### src/rtl/ilv_ser_pkg.sv
`timescale 1ns/1ps
package ilv_ser_pkg;

    // Default geometry: one word of 20 bits spread over 4 lanes.
    localparam int unsigned DEF_WORD_W = 20;
    localparam int unsigned DEF_LANES  = 4;

    // Strobes decoded from the phase counter once per fast cycle.
    typedef struct packed {
        logic take;      // word register captures din at the closing edge
        logic load;      // lanes load from the word register at the closing edge
        logic shift;     // lanes advance one slot at the closing edge
        logic first_ph;  // phase in which bit 1 sits on the registered output
    } ilv_strobe_t;

    // Number of slots per lane.
    function automatic int unsigned lane_depth(int unsigned word_w, int unsigned lanes);
        return word_w / lanes;
    endfunction

    // Word bit index (0-based) held in a given lane slot.
    function automatic int unsigned src_index(int unsigned lane, int unsigned slot,
                                              int unsigned lanes);
        return slot * lanes + lane;
    endfunction

    // Reverse the lowest w bits of v. It maps a leaf position of the mux tree
    // to the lane whose residue that leaf selects.
    function automatic int unsigned bitrev(int unsigned v, int unsigned w);
        int unsigned r;
        r = 0;
        for (int b = 0; b < int'(w); b++) begin
            if (v[b]) r = r | (32'd1 << (w - 1 - b));
        end
        return r;
    endfunction

endpackage

### src/rtl/ilv_phase_gen.sv
`timescale 1ns/1ps
module ilv_phase_gen #(
    parameter int unsigned WORD_W = ilv_ser_pkg::DEF_WORD_W,
    parameter int unsigned LANES  = ilv_ser_pkg::DEF_LANES,
    localparam int unsigned PH_W  = $clog2(WORD_W),
    localparam int unsigned SEL_W = $clog2(LANES)
) (
    input  logic                      clk,
    input  logic                      rst,
    output logic [PH_W-1:0]           ph,
    output logic [SEL_W-1:0]          sel,
    output ilv_ser_pkg::ilv_strobe_t  stb
);
    localparam int unsigned LAST_PH = WORD_W - 1;
    localparam int unsigned TAKE_PH = WORD_W - 2;

    always_ff @(posedge clk) begin
        if (rst) begin
            ph <= '0;
        end else if (ph == PH_W'(LAST_PH)) begin
            ph <= '0;
        end else begin
            ph <= ph + PH_W'(1);
        end
    end

    // WORD_W is a multiple of LANES, which is a power of two, so the low
    // bits of the phase are the residue modulo LANES.
    assign sel = ph[SEL_W-1:0];

    always_comb begin
        stb.take     = (ph == PH_W'(TAKE_PH));
        stb.load     = (ph == PH_W'(LAST_PH));
        stb.shift    = (sel == SEL_W'(LANES - 1)) && !stb.load;
        stb.first_ph = (ph == PH_W'(1));
    end

endmodule

### src/rtl/ilv_word_latch.sv
`timescale 1ns/1ps
module ilv_word_latch #(
    parameter int unsigned WORD_W = ilv_ser_pkg::DEF_WORD_W
) (
    input  logic              clk,
    input  logic              rst,
    input  logic              cap,
    input  logic [WORD_W-1:0] d,
    output logic [WORD_W-1:0] q
);
    always_ff @(posedge clk) begin
        if (rst) begin
            q <= '0;
        end else if (cap) begin
            q <= d;
        end
    end
endmodule

### src/rtl/ilv_shift_lane.sv
`timescale 1ns/1ps
module ilv_shift_lane #(
    parameter int unsigned DEPTH = 5
) (
    input  logic             clk,
    input  logic             rst,
    input  logic             load,
    input  logic             shift,
    input  logic [DEPTH-1:0] pdata,
    output logic             head
);
    logic [DEPTH-1:0] slots;

    always_ff @(posedge clk) begin
        if (rst) begin
            slots <= '0;
        end else if (load) begin
            slots <= pdata;
        end else if (shift) begin
            slots <= {1'b0, slots[DEPTH-1:1]};
        end
    end

    assign head = slots[0];
endmodule

### src/rtl/ilv_mux_tree.sv
`timescale 1ns/1ps
module ilv_mux_tree #(
    parameter int unsigned LANES  = ilv_ser_pkg::DEF_LANES,
    localparam int unsigned SEL_W = $clog2(LANES)
) (
    input  logic [LANES-1:0] lane_in,
    input  logic [SEL_W-1:0] sel,
    output logic             out
);
    // Heap-ordered tree: node 1 is the root and nodes LANES..2*LANES-1 are
    // leaves. A node at depth d is steered by sel[d]. The root therefore
    // uses the fastest-toggling bit (odd/even bit alternation), and the
    // first level below it uses the next bit (lane pair within a stream).
    logic [2*LANES-1:1] node;

    for (genvar o = 0; o < LANES; o++) begin : g_leaf
        localparam int unsigned SRC = ilv_ser_pkg::bitrev(o, SEL_W);
        assign node[LANES + o] = lane_in[SRC];
    end

    for (genvar i = 1; i < LANES; i++) begin : g_node
        localparam int unsigned DEP = $clog2(i + 1) - 1;
        assign node[i] = sel[DEP] ? node[2*i + 1] : node[2*i];
    end

    assign out = node[1];
endmodule

### src/rtl/ilv_serializer.sv
`timescale 1ns/1ps
module ilv_serializer #(
    parameter int unsigned WORD_W = ilv_ser_pkg::DEF_WORD_W,
    parameter int unsigned LANES  = ilv_ser_pkg::DEF_LANES
) (
    input  logic              clk,
    input  logic              rst,
    input  logic [WORD_W-1:0] din,
    output logic              take,
    output logic              sout,
    output logic              frame
);
    localparam int unsigned DEPTH = ilv_ser_pkg::lane_depth(WORD_W, LANES);
    localparam int unsigned PH_W  = $clog2(WORD_W);
    localparam int unsigned SEL_W = $clog2(LANES);

    logic [PH_W-1:0]          ph;
    logic [SEL_W-1:0]         sel;
    ilv_ser_pkg::ilv_strobe_t stb;
    logic [WORD_W-1:0]        latch_q;
    logic [DEPTH-1:0]         lane_pd [LANES];
    logic [LANES-1:0]         lane_head;
    logic                     tree_out;
    logic                     sout_q;
    logic                     primed;

    ilv_phase_gen #(.WORD_W(WORD_W), .LANES(LANES)) u_phase (
        .clk (clk),
        .rst (rst),
        .ph  (ph),
        .sel (sel),
        .stb (stb)
    );

    ilv_word_latch #(.WORD_W(WORD_W)) u_latch (
        .clk (clk),
        .rst (rst),
        .cap (stb.take),
        .d   (din),
        .q   (latch_q)
    );

    // Lane gl, slot gs carries word bit gs*LANES+gl (interleaved by residue).
    for (genvar gl = 0; gl < LANES; gl++) begin : g_lane
        for (genvar gs = 0; gs < DEPTH; gs++) begin : g_slot
            localparam int unsigned IDX = ilv_ser_pkg::src_index(gl, gs, LANES);
            assign lane_pd[gl][gs] = latch_q[IDX];
        end

        ilv_shift_lane #(.DEPTH(DEPTH)) u_lane (
            .clk   (clk),
            .rst   (rst),
            .load  (stb.load),
            .shift (stb.shift),
            .pdata (lane_pd[gl]),
            .head  (lane_head[gl])
        );
    end

    ilv_mux_tree #(.LANES(LANES)) u_tree (
        .lane_in (lane_head),
        .sel     (sel),
        .out     (tree_out)
    );

    // Registered line output; primed marks that a real word has been loaded.
    always_ff @(posedge clk) begin
        if (rst) begin
            sout_q <= 1'b0;
            primed <= 1'b0;
        end else begin
            sout_q <= tree_out;
            if (stb.load) primed <= 1'b1;
        end
    end

    assign take  = stb.take;
    assign sout  = sout_q;
    assign frame = primed && stb.first_ph;

endmodule

### config.mk
export PLATFORM = sky130hd
export DESIGN_NAME = ilv_serializer
export DESIGN_NICKNAME = d
export VERILOG_FILES = /design/src/rtl/ilv_ser_pkg.sv /design/src/rtl/ilv_phase_gen.sv /design/src/rtl/ilv_word_latch.sv /design/src/rtl/ilv_shift_lane.sv /design/src/rtl/ilv_mux_tree.sv /design/src/rtl/ilv_serializer.sv
export SDC_FILE = /design/constraint.sdc
export NUM_CORES = 1
export LEC_CHECK = 0
export BUFFER_PORTS_ARGS = -buffer_cell sky130_fd_sc_hd__buf_2
export CAP_MARGIN = 10
export CORE_AREA = 2 2 92 76
export CTS_CLUSTER_SIZE = 8
export DETAILED_ROUTE_END_ITERATION = 7
export DIE_AREA = 0 0 94 78
export PLACE_DENSITY = 0.48
export RECOVER_POWER = 50
export REMOVE_ABC_BUFFERS = 1
export SETUP_SLACK_MARGIN = 0.5
export SYNTH_ARGS = -nofsm -noshare
export SYNTH_HDL_FRONTEND = slang
export SYNTH_SLANG_ARGS = --single-unit
### constraint.sdc
create_clock -name clk -period 1.88 [get_ports clk]
set_input_delay 0 -clock clk [delete_from_list [all_inputs] [get_ports clk]]
set_output_delay 0 -clock clk [all_outputs]
set_load 0.02 [all_outputs]
# Word-level counts from Yosys, hierarchy flattened
# Cells that the tools add are included.
[word_totals]
register_bits = 47
latchBits = 0
ram_bits = 0
mem_bits_ro = 0
wordCells = 29
memories = 0
[op_classes]
n_addsub = 1
mul = 0
n_div = 0
order_cmp = 0
eq_ne = 4
shift = 0
muxes = 11
bitwise_logic = 0
reduce_logical = 5
[ops]
columns = ["cell", "n"]
rows = [
  ["$mux W5", 8],
  ["$eq A5 B5 Y1 const B", 2],
  ["$add A5 B1 Y5 const B", 1],
  ["$eq A5 B1 Y1 const B", 1],
  ["$mux W1", 3],
  ["$eq A2 B2 Y1 const B", 1],
  ["$logic_and A1 B1 Y1", 2],
  ["$reduce_bool A2 Y1", 1],
  ["$reduce_or A2 Y1", 1],
  ["$logic_not A1 Y1", 1],
]

# Logic depth before layout (Yosys ltp)
[logic_depth]
word_depth = 5
mapped_depth = 7
mapped_depth_nobuf = 6

# Cells and area by module
# A second synthesis with hierarchy kept.
[unflattened]
hier_cells = 188
hier_area_um2 = 2001.9
[by_module_without_submodules]
columns = ["module", "n_inst", "cells_each", "area_each_um2", "seq_area_each_um2"]
rows = [
  ["ilv_shift_lane", 4, 22, 227.7, 100.1],
  ["ilv_word_latch", 1, 64, 705.7, 400.4],
  ["ilv_phase_gen", 1, 30, 300.3, 100.1],
  ["ilv_serializer", 1, 5, 62.6, 40.0],
  ["ilv_mux_tree", 1, 1, 22.5, 0.0],
]

# Worst setup path before layout
# No wires, ideal clock.
[synth_timing]
path_type = "register -> register"
from = "register u_phase.ph[0]"
to = "register g_lane[1].u_lane.slots[0]"
setup_time_ns = 0.142
arrival_time_ns = 1.279
path_slack_ns = 0.459
path_stages_with_launch = 5
path_buffers = 2
path_cell_list = "dfxtp_1 ha_1 clkbuf_1 clkbuf_1 a311oi_1"
[synth_via]
elab_chain_len = 4
elab_cells_between_ends = 6
[synth_rtl]
columns = ["item", "line_no", "source"]
rows = [
  ["from (decl)", "ilv_phase_gen.sv:10", "output logic [PH_W-1:0] ph,"],
  ["from (signal assigned)", "ilv_phase_gen.sv:23", "ph <= ph + PH_W'(1);"],
  ["$eq A5 B5 Y1", "ilv_phase_gen.sv:33", "stb.load = (ph == PH_W'(LAST_PH));"],
  ["$logic_not A1 Y1", "ilv_phase_gen.sv:34", "stb.shift = (sel == SEL_W'(LANES - 1)) && !stb.load;"],
  ["$logic_and A1 B1 Y1", "ilv_phase_gen.sv:34", ""],
  ["$reduce_bool A2 Y1 (no source line)", "-", ""],
  ["to (signal assigned)", "ilv_shift_lane.sv:18", "slots <= pdata;"],
  ["to (signal assigned)", "ilv_shift_lane.sv:20", "slots <= {1'b0, slots[DEPTH-1:1]};"],
  ["to (decl)", "ilv_shift_lane.sv:12", "logic [DEPTH-1:0] slots;"],
]
# Several ways; a longest one is shown, not always the timed one.
# A chain may end at the register's enable or synchronous reset.

# Worst setup path after layout
[layout_timing]
from = "register u_phase.ph[0]"
to = "register u_phase.ph[2]"
[layout_via]
elab_chain_len = 2
elab_cells_between_ends = 3
[layout_rtl]
columns = ["item"]
rows = [
  ["branches (longest 2 deep; another with $add A5 B1 Y5)"],
]
# Several ways; the timed one is not identified.

==> impl_summary.log <==
INFO  metric outcome = complete, no violations
INFO  metric utilization = 41.30%
INFO  metric clkLatencyLatePin = 310 ps
INFO  metric avgRoutedWirePerCell = 12.28 um
INFO  metric rrSetupSlack = approximately 400 ps
INFO  metric grt_first_pass_wirelength = 7341 um
INFO  metric yosysWarnings = 0
INFO  metric routed_via_density = 4.392
INFO  metric max-slew-margin-rel = 66.79%
INFO  metric synth.avg_cell_area = roughly 8.1 um2
INFO  metric critical_path_buf_inv_count = 2
INFO  metric clock-sinks = 47
INFO  metric dp_hpwl = about 2500 um
INFO  metric timing_hold_violations_final = 0
INFO  metric finish.cell_count_without_fillers = approximately 370
INFO  metric p_comb_share = 8.6%
INFO  metric worst-path-max-fanout = 7
INFO  metric reg2reg_depth = 5
INFO  metric ir_worst_vdd = 381.6 uV
INFO  metric period_minus_slack = 1488 ps
INFO  metric synth_cell_type_count = 26
INFO  metric r2r_start = u_phase.ph[0]
INFO  metric die_w = 94 um
INFO  metric critical_path_type = reg2reg
INFO  metric final_max_slew_viol_count = 0
INFO  metric dp_cells = 330
INFO  metric cpPeakStageDelay = 440 ps
INFO  metric gr-total-overflow = 0
INFO  metric cp_cell_sequence = clkbuf_1 -> ha_1 -> inv_2 -> or3_1 -> a21oi_1
INFO  metric proportion_of_layout_cells_with_a_drive_suffix_above_1 = 26.15%
INFO  metric clock_tree.root_cell = sky130_fd_sc_hd__clkbuf_8
INFO  metric worst_ep_arrival_time = between 1500 and 2000 ps
INFO  metric cap_viol_max_count = 0
INFO  metric layout_common_cells = 62 x sky130_fd_sc_hd__nand2_1, 44 x sky130_fd_sc_hd__dfxtp_1, 25 x sky130_fd_sc_hd__a21oi_1
INFO  metric worst_setup_path_startpoint = u_phase.ph[0]
INFO  metric cp_slowest_cell = sky130_fd_sc_hd__dfxtp_1
INFO  metric setup_viol = 0
INFO  metric p_leak = roughly 0.9 nW
INFO  metric drt_pre_antenna_iters = 4
INFO  metric cts.htree.levels = 2
INFO  metric remaining_drc_errors = 0
INFO  metric number_of_antenna_violations_at_the_first_check_in_global_routing = 0
INFO  metric area_growth_from_synthesis_to_layout = 39.32%
INFO  metric ys_seq_elements = between 40 and 50
INFO  metric drtIter0Drc = 59
INFO  metric pin_count = 25
INFO  metric sequential_power_share = 57.3%
INFO  metric critical_path.reg2reg.endpoint = u_phase.ph[2]
INFO  metric internal_power = 0.001375 W
INFO  metric grt_pass1_vias = 1584
INFO  metric globalRouteTotalUtil = between 10% and 20%
INFO  metric mostFrequentLayoutCell = sky130_fd_sc_hd__nand2_1
INFO  metric startpoint_type = flip-flop
INFO  metric maxClockFrequency = 0.6719 GHz
INFO  metric final_net_count = 307
INFO  metric coreArea = around 6300 um2
INFO  metric ctsLongestPathBuffers = 2
INFO  metric die_footprint = 7332 um2
INFO  metric postRouteAntennaNets = 0
INFO  metric tightest_slew = 498.1 ps
INFO  metric routabilityCongestion = 0.7288
INFO  metric instance_count_along_the_most_critical_hold_path = 3
INFO  metric rows = 26
INFO  metric clock_skew = 7.079 ps
INFO  metric capture_point_of_the_worst_path = u_phase.ph[2]
INFO  metric post_dp_cell_area = approximately 2100 um2
INFO  metric critPathTopFamily = flip-flops
INFO  metric rsz_0062_raised_after_global_routing = true
INFO  metric floorplan.die.height = 78 um
INFO  metric clock_power_share = between 30% and 40%
INFO  metric power_density = 694.4 nW/um2
INFO  metric finalCritPeriodShare = 79.16%
INFO  metric drt_wl_total = 4508 um
INFO  metric tritoncts.num_buffers = 5
INFO  metric swShare = 24.42%
INFO  metric syn_inst = between 200 and 250
INFO  metric num_vias = roughly 1600
INFO  metric cp_num_cells = 5
INFO  metric antennaDiodeCount = 0
INFO  metric netSwitchingPower = 0.0004444 W
INFO  metric seq_area_frac_synth = 50.03%
INFO  metric clk_pin_slew_worst_paths = around 90 ps
INFO  metric end_kind = flip-flop
INFO  metric place.port_buffers = 24
INFO  metric hp-class = in2reg
INFO  metric critPathRequiredTime = around 2100 ps
INFO  metric stdcell_area = 2620 um2
INFO  metric tritoncts = done
INFO  metric netlist_area = between 1500 and 2000 um2
INFO  metric grt_start_max_net_pins = 46
INFO  metric initial_core_util = 29.64%
through the flow:
step / power (W) / hold slack [ps] / setup WS [ps] / setup TNS, ps
2_1_floorplan: 0.001119 / 69.07 / -111.3 / -1500
3_3_place_gp: 0.001175 / 239.7 / 523.0 / 0
3_5_place_dp: 0.001176 / 244.9 / 513.2 / 0
4_1_cts: 0.001834 / 245.6 / 472.3 / 0
5_1_grt: 0.001901 / 267.1 / 230.3 / 0
6_report: 0.001819 / 243.7 / 391.8 / 0
metal layers:
layer	GRT usage (%)	wire [um]	vias to the layer above
met3	2.913	106	7
met1	17.06	2366	714
met4	5.217	81	0
met5	0	0	-
met2	19.79	1953	19
li1	-	-	872
cell usage after synthesis:
cell type | instances | area [um2]
sky130_fd_sc_hd__a21o_1 | 1 | 7.510
sky130_fd_sc_hd__a21oi_1 | 26 | 130.1
sky130_fd_sc_hd__a311oi_1 | 16 | 140.1
sky130_fd_sc_hd__a31oi_1 | 1 | 6.260
sky130_fd_sc_hd__buf_1 | 1 | 3.750
sky130_fd_sc_hd__buf_2 | 6 | 30.03
sky130_fd_sc_hd__buf_4 | 2 | 15.01
sky130_fd_sc_hd__buf_6 | 1 | 11.26
sky130_fd_sc_hd__clkbuf_1 | 9 | 33.78
sky130_fd_sc_hd__dfxtp_1 | 47 | 940.9
sky130_fd_sc_hd__ha_1 | 3 | 37.54
sky130_fd_sc_hd__inv_1 | 4 | 15.01
sky130_fd_sc_hd__mux4_2 | 1 | 22.52
sky130_fd_sc_hd__nand2_1 | 78 | 292.8
sky130_fd_sc_hd__nand3_1 | 5 | 25.02
sky130_fd_sc_hd__nand3b_1 | 1 | 7.510
sky130_fd_sc_hd__nand4b_1 | 1 | 8.760
sky130_fd_sc_hd__nand4bb_1 | 1 | 11.26
sky130_fd_sc_hd__nor2_1 | 20 | 75.07
sky130_fd_sc_hd__nor2b_1 | 2 | 12.51
sky130_fd_sc_hd__nor3b_4 | 1 | 18.77
sky130_fd_sc_hd__nor4_1 | 1 | 6.260
sky130_fd_sc_hd__o21ai_0 | 1 | 5.000
sky130_fd_sc_hd__or3_1 | 1 | 6.260
sky130_fd_sc_hd__or3b_1 | 1 | 8.760
sky130_fd_sc_hd__xor2_1 | 1 | 8.760
how the worst min path moves through the flow:
stage | to | slack, ps | start
2_1_floorplan | g_lane[0].u_lane.slots[4] | 70 | rst
3_3_place_gp | u_latch.q[1] | 240 | din[1]
3_5_place_dp | u_latch.q[18] | 240 | din[18]
4_1_cts | primed | 250 | rst
5_1_grt | u_latch.q[17] | 270 | rst
6_report | u_latch.q[19] | 240 | rst
registers in the layout, indices dropped and copies added, names as in the netlist:
register and count:
u_latch.q 20, sout 1, g_lane.u_lane.slots 20, primed 1
u_phase.ph 5
kinds of logic after synthesis:
logic type               Yosys count  share of synthesized area, %
XOR/XNOR                           1                        0.4658
AND/OR/NAND/NOR                  112                         25.15
flip-flops                        47                         50.03
AO/OA/AOI/OAI                     45                         15.37
buffers and inverters             23                         5.788
adder cells (fa/ha/maj)            3                         1.996
multiplexers                       1                         1.198
power by group through the flow:
stage               combinational [W]  clock (W)  sequential (W)
floorplan                   0.0000577          0         0.00106
global placement             0.000111          0         0.00106
detailed placement           0.000112          0         0.00106
CTS                          0.000146   0.000647         0.00104
global route                 0.000173   0.000680         0.00105
finish                       0.000156   0.000621         0.00104
cell type report:
class	count	area [um2]
clock buffer	6	72.57
multi-input combinational	162	913.4
clock inverter	2	17.52
fill	653	3724
tap	84	105.1
sequential	47	944.7
timing repair buffer	62	549.3
inverter	4	17.52
worst reg2reg max path, stage by stage (launching register included):
cell                       delay (ps)
sky130_fd_sc_hd__dfxtp_1          440
sky130_fd_sc_hd__clkbuf_1         150
sky130_fd_sc_hd__ha_1             240
sky130_fd_sc_hd__inv_2            110
sky130_fd_sc_hd__or3_1            360
sky130_fd_sc_hd__a21oi_1          120
timing repair:
action,4_1_cts,5_1_grt
endpoints found under the setup margin,2,42
resized for setup,11,41
hold buffers,20,0
endpoints found under the hold margin,20,0
pin swaps,0,11
gates cloned,1,1
setup buffers,5,2
No activity file was read; power rests on OpenSTA's default activity.
